### src/rtl/ctm_pkg.sv
package ctm_pkg;
  localparam int unsigned CTM_DW    = 4;
  localparam int unsigned CTM_CNT_W = 7;
  localparam int unsigned CTM_NFLAG = 3;

  typedef enum logic [1:0] {
    CTM_A_TIME = 2'd0,
    CTM_A_CTRL = 2'd1,
    CTM_A_EVT  = 2'd2,
    CTM_A_NONE = 2'd3
  } ctm_addr_e;
endpackage

### src/rtl/ctm_prescaler.sv
module ctm_prescaler #(
  parameter int unsigned DIV = 128
) (
  input  logic clk,
  input  logic rst,
  input  logic clr,
  output logic tick
);
  localparam int unsigned PW = (DIV > 2) ? $clog2(DIV) : 1;
  localparam logic [PW-1:0] LAST = PW'(DIV - 1);

  logic [PW-1:0] pre_q;

  always_ff @(posedge clk) begin
    if (rst || clr)        pre_q <= '0;
    else if (pre_q == LAST) pre_q <= '0;
    else                   pre_q <= pre_q + 1'b1;
  end

  assign tick = (pre_q == LAST);
endmodule

### src/rtl/ctm_counter.sv
module ctm_counter #(
  parameter int unsigned CW = 7
) (
  input  logic          clk,
  input  logic          rst,
  input  logic          clr,
  input  logic          tick,
  output logic [CW-1:0] cnt,
  output logic [CW-1:0] fall
);
  logic [CW-1:0] cnt_q;

  always_ff @(posedge clk) begin
    if (rst || clr) cnt_q <= '0;
    else if (tick)  cnt_q <= cnt_q + 1'b1;
  end

  // bit k drops on the next advance when bits k..0 are all ones
  for (genvar k = 0; k < CW; k++) begin : g_fall
    assign fall[k] = tick && !clr && (&cnt_q[k:0]);
  end

  assign cnt = cnt_q;
endmodule

### src/rtl/ctm_flags.sv
module ctm_flags #(
  parameter int unsigned CW         = 7,
  parameter int unsigned NF         = 3,
  parameter bit          FAST_TAP64 = 1'b0
) (
  input  logic          clk,
  input  logic          rst,
  input  logic [CW-1:0] fall,
  input  logic          rd_clr,
  output logic [NF-1:0] set_now,
  output logic [NF-1:0] flags
);
  localparam int unsigned TAP0 = FAST_TAP64 ? 1 : 2;
  localparam int unsigned TAP1 = 3;
  localparam int unsigned TAP2 = CW - 1;

  logic [NF-1:0] flag_q;

  if (NF == 3) begin : g_taps
    assign set_now = {fall[TAP2], fall[TAP1], fall[TAP0]};
  end else begin : g_taps_bad
    assign set_now = '0;
  end

  // a new event in the read cycle survives the clear
  always_ff @(posedge clk) begin
    if (rst) flag_q <= '0;
    else     flag_q <= (rd_clr ? '0 : flag_q) | set_now;
  end

  assign flags = flag_q;
endmodule

### src/rtl/ctm_top.sv
module ctm_top
  import ctm_pkg::*;
#(
  parameter int unsigned DIV        = 128,
  parameter bit          FAST_TAP64 = 1'b0
) (
  input  logic       clk,
  input  logic       rst,
  input  logic       bus_rd,
  input  logic       bus_wr,
  input  logic [1:0] bus_addr,
  input  logic [3:0] bus_wdata,
  output logic [3:0] bus_rdata,
  input  logic       cpu_ie,
  output logic       irq_out
);
  localparam int unsigned CW = CTM_CNT_W;
  localparam int unsigned NF = CTM_NFLAG;

  logic          tick;
  logic          restart;
  logic          rd_evt;
  logic [CW-1:0] cnt_q;
  logic [CW-1:0] fall;
  logic [NF-1:0] flag_set;
  logic [NF-1:0] flag_q;
  logic [NF-1:0] en_q;
  logic [3:0]    rdata_q;
  logic          irq_q;

  assign restart = bus_wr && (bus_addr == CTM_A_CTRL) && bus_wdata[3];
  assign rd_evt  = bus_rd && (bus_addr == CTM_A_EVT);

  ctm_prescaler #(.DIV(DIV)) u_pre (
    .clk (clk),
    .rst (rst),
    .clr (restart),
    .tick(tick)
  );

  ctm_counter #(.CW(CW)) u_cnt (
    .clk (clk),
    .rst (rst),
    .clr (restart),
    .tick(tick),
    .cnt (cnt_q),
    .fall(fall)
  );

  ctm_flags #(.CW(CW), .NF(NF), .FAST_TAP64(FAST_TAP64)) u_flg (
    .clk    (clk),
    .rst    (rst),
    .fall   (fall),
    .rd_clr (rd_evt),
    .set_now(flag_set),
    .flags  (flag_q)
  );

  always_ff @(posedge clk) begin
    if (rst) en_q <= '0;
    else if (bus_wr && (bus_addr == CTM_A_CTRL)) en_q <= bus_wdata[NF-1:0];
  end

  always_ff @(posedge clk) begin
    if (rst) begin
      rdata_q <= '0;
    end else if (bus_rd) begin
      unique case (bus_addr)
        CTM_A_TIME: rdata_q <= cnt_q[CW-1 -: 4];
        CTM_A_CTRL: rdata_q <= {1'b0, en_q};
        CTM_A_EVT:  rdata_q <= {1'b0, flag_q};
        default:    rdata_q <= '0;
      endcase
    end
  end

  always_ff @(posedge clk) begin
    if (rst) irq_q <= 1'b0;
    else     irq_q <= cpu_ie && (|(flag_q & en_q));
  end

  assign bus_rdata = rdata_q;
  assign irq_out   = irq_q;
endmodule

### config.mk
export PLATFORM = sky130hd
export DESIGN_NAME = ctm_top
export DESIGN_NICKNAME = d
export VERILOG_FILES = /design/src/rtl/ctm_pkg.sv /design/src/rtl/ctm_prescaler.sv /design/src/rtl/ctm_counter.sv /design/src/rtl/ctm_flags.sv /design/src/rtl/ctm_top.sv
export SDC_FILE = /design/constraint.sdc
export NUM_CORES = 1
export LEC_CHECK = 0
export ABC_AREA = 0
export BUFFER_PORTS_ARGS = -buffer_cell sky130_fd_sc_hd__buf_2
export CORE_MARGIN = 4
export CORE_UTILIZATION = 55
export DETAILED_ROUTE_END_ITERATION = 10
export PLACE_DENSITY = 0.86
export SYNTH_ARGS = -nofsm -noshare
export SYNTH_HDL_FRONTEND = slang
export SYNTH_SLANG_ARGS = --single-unit
### constraint.sdc
create_clock -name clk -period 2.05 [get_ports clk]
set_clock_uncertainty 0.2 [all_clocks]
set_input_delay 0.1025 -clock clk [delete_from_list [all_inputs] [get_ports clk]]
set_output_delay 0.1025 -clock clk [all_outputs]
set_load 0.01 [all_outputs]
==> out/summary.txt <==
result of the run: complete, no violations
number of synthesized flops with an enable pin: 0
DR vias: 1074
first-pass GRT wire length: 4353 µm
count of buffering cells on the critical path with inverters included: 4
quantity of I/O buffers inserted on ports: 15
number of design-rule violations left by the first detailed-router iteration: 43
critical-path cell list: dlygate4sd3_1 -> buf_2 -> nand3_1 -> dlygate4sd3_1 -> a21oi_1 -> dlygate4sd3_1
clock slew seen by the registers of the worst setup and hold paths: 0.13 ns
filler instances: 133
static power due to leakage: 0.5422 nW
GRT overflow: 0
area grow syn2layout: 22.94%
Final Max Tran Viols: 0
CP delay by family, top: buffers and inverters
number of global-route vias before repair: 1008
slew margin rel.: 70.78%
CORE AREA: 1982 µm²
commonest non-fill, non-tap cells in the layout: 25 x sky130_fd_sc_hd__dfxtp_1, 15 x sky130_fd_sc_hd__nand3_1, 15 x sky130_fd_sc_hd__dlygate4sd3_1, 15 x sky130_fd_sc_hd__buf_2, 8 x sky130_fd_sc_hd__a21oi_1
netlist area before placement: 1156 µm²
synthesized area divided by synthesized cell count: 9.323 µm²
area taken by flip-flops and latches: 500.5 µm²
average detailed-routed wire length per instance: 14.23 µm
Netlist cell types: 37
clock group share of total power: 27.7%
aggregate routed wire length: 2590 µm
delay contributed by the slowest stage of the critical path: 0.57 ns
Routability Congestion: 0.8038
TritonCTS Buffers: 3
I/O pin total: 16
Die Outline Area: 2899 µm²
worst-path fanout max: 1
critical path required time: 2.13 ns
most common cell after layout, fill and taps aside: sky130_fd_sc_hd__dfxtp_1
cell type with the highest occurrence count on the critical path: sky130_fd_sc_hd__dlygate4sd3_1
number of antenna-violating nets in the routed design: 0
buffers from clock root to sink, at most: 2
first-pass detailed-route iteration total: 4
fin crit period: 1.973 ns
total of flip-flops plus latches after synthesis: 25
Final Hold Fails: 0
number of buffers inserted by post-CTS setup repair: 0
Cell Pwr Density: 565.0 nW/µm²
clock tree from TritonCTS: built
effective utilization at floorplan: 58.33%
vias per cell: 5.901
TritonCTS Sinks: 25
slowest cell on the critical path: sky130_fd_sc_hd__dlygate4sd3_1
RSZ-0062 raised after global routing: no
chip height: 53.85 µm
proportion of register bits with asynchronous set or reset after synthesis: 0%
type of element capturing the critical path: register
DRC viols: 0
share of Yosys cell area claimed by the top area cell type: 43.29%
fraction of final layout cells sized beyond drive strength 1: 18.71%
type of element launching the critical path: input pin
H-tree levels: 1
Clock Root Buffer: sky130_fd_sc_hd__clkbuf_4
number of warning messages in the yosys log: 0
post-synthesis instance total: 124
width of the chip: 53.85 µm
worst-case hold slack: 0.03398 ns
proportion of synthesized chip area in sequential cells: 43.29%
final net count: 170
maximum clock frequency: 506.8 MHz
Net Count, Synth: 138
cell-internal power: 607.4 µW
sum of net half-perimeters after detailed placement: 1739 µm
final sum of negative setup slack: 0 ns
clock latency of the later-clocked register in the worst-skew pair: 0.32 ns
ratio of final minimum period to clock period: 96.26%
most area-consuming cells after synthesis: sky130_fd_sc_hd__dfxtp_1 43%, sky130_fd_sc_hd__nand3_1 6.5%, sky130_fd_sc_hd__a21oi_1 3.5%
worst setup path category: in -> reg
final setup fails: 0
P_sw: 195.7 µW
all-layer global routing usage: 20.63%
Reg power frac: 62.6%
IR drop worst, VDD: 0.5774 mV
antenna violations before repair: 0
portion of total power attributed to combinational logic: 9.7%
total inserted antenna cells: 0
combined area of the multi-input logic cells: 611.8 µm²
number of rows in the core area: 16
Slew @ Worst Pin: 0.4372 ns
pin count of the biggest net entering global routing: 15
leading register cell type out of synthesis: sky130_fd_sc_hd__dfxtp_1
cell type with the largest total area after synthesis: sky130_fd_sc_hd__dfxtp_1
MaxCap Viol Count: 0
critical path arrival: 2.05 ns
switching share of power: 24.37%
path class of the lowest-slack min-delay path: in -> reg
## final timing paths
check                            start                        end  slack, ns  cells past startpoint
min reg2reg  u_pre.pre_q[0]$_SDFF_PP0_  u_pre.pre_q[0]$_SDFF_PP0_       0.28                      1
max reg2reg  u_pre.pre_q[0]$_SDFF_PP0_  u_cnt.cnt[0]$_SDFFE_PP0P_       0.34                      5
max                       bus_wdata[0]       en_q[0]$_SDFFE_PP0P_       0.08                      6
min                        bus_addr[0]  u_flg.flags[2]$_SDFF_PP0_       0.03                      4
## area by class of cell
type,count,area share (%)
well taps,27,2.377
multi-input cells,91,43.05
inverters,4,1.056
flip-flops and latches,25,35.21
clock inverters,1,0.3521
clock buffers,3,1.585
repair buffers,31,16.37
## flip-flops by register name, indices dropped and copies added (netlist names)
| register | cells |
|---|---|
| bus_rdata | 4 |
| u_cnt.cnt | 7 |
| en_q | 3 |
| u_flg.flags | 3 |
| u_pre.pre_q | 7 |
| irq_out | 1 |
## synthesized netlist by cell type (2+ instances only)
master,count
sky130_fd_sc_hd__mux2i_1,3
sky130_fd_sc_hd__or3_1,3
sky130_fd_sc_hd__nand2_1,7
sky130_fd_sc_hd__a221oi_1,3
sky130_fd_sc_hd__o21ai_0,5
sky130_fd_sc_hd__nor3b_1,2
sky130_fd_sc_hd__nor2_1,7
sky130_fd_sc_hd__nor3_1,5
sky130_fd_sc_hd__xnor2_1,2
sky130_fd_sc_hd__a21oi_1,8
sky130_fd_sc_hd__nand3b_1,4
sky130_fd_sc_hd__nand3_1,15
sky130_fd_sc_hd__o31ai_1,2
sky130_fd_sc_hd__and2_1,2
sky130_fd_sc_hd__buf_2,3
sky130_fd_sc_hd__mux2_2,3
sky130_fd_sc_hd__ha_1,3
sky130_fd_sc_hd__dfxtp_1,25
sky130_fd_sc_hd__inv_1,3
sky130_fd_sc_hd__nor4_1,2
## cells by family after synthesis
| family | count (synthesis) | synth area share [%] |
|---|---|---|
| adder cells (fa/ha/maj) | 3 | 3.247 |
| AO/OA/AOI/OAI | 23 | 13.10 |
| flip-flops | 25 | 43.29 |
| multiplexers | 6 | 5.519 |
| XOR/XNOR | 3 | 2.273 |
| buffers and inverters | 8 | 3.787 |
| AND/OR/NAND/NOR | 56 | 28.79 |
## through the flow
stage	power [mW]	instance area, µm²	util [%]	worst slack [ns]	instances
after detailed placement	0.5740	1244	62.75	0.3724	163
after CTS	0.8030	1421	71.72	0.09479	182
after global routing	0.8382	1421	71.72	0.01675	182
final	0.8031	1421	71.72	0.07664	182
after global placement	0.5711	1244	62.75	0.4177	163
after floorplan	0.5535	1156	-	0.4664	124
## worst register-to-register path, cell delays in order, from the launching register on
cell and delay (ns):
sky130_fd_sc_hd__dfxtp_1 0.38, sky130_fd_sc_hd__ha_1 0.20, sky130_fd_sc_hd__nand3_1 0.17, sky130_fd_sc_hd__buf_4 0.21, sky130_fd_sc_hd__or3_1 0.34, sky130_fd_sc_hd__a21oi_1 0.15
## repair_timing
action,CTS,global route
endpoints found under the setup margin,0,0
hold buffers,15,0
gates resized for setup,0,0
endpoints found under the hold margin,9,0
## power groups by stage
stage	Clock (mW)	Sequential, mW	Combinational, mW
finish	0.222	0.503	0.0776
global route	0.248	0.505	0.0856
global placement	0	0.513	0.0582
detailed placement	0	0.514	0.0604
floorplan	0	0.514	0.0398
CTS	0.225	0.503	0.0757
## routing by layer
| layer | share of wire [%] | GRT usage, % |
|---|---|---|
| met5 | 0 | 0 |
| met4 | 2.1 | 10.21 |
| met3 | 3.1 | 4.155 |
| met2 | 48 | 32.26 |
| met1 | 47 | 26.79 |
No activity file was read; power rests on OpenSTA's default activity.
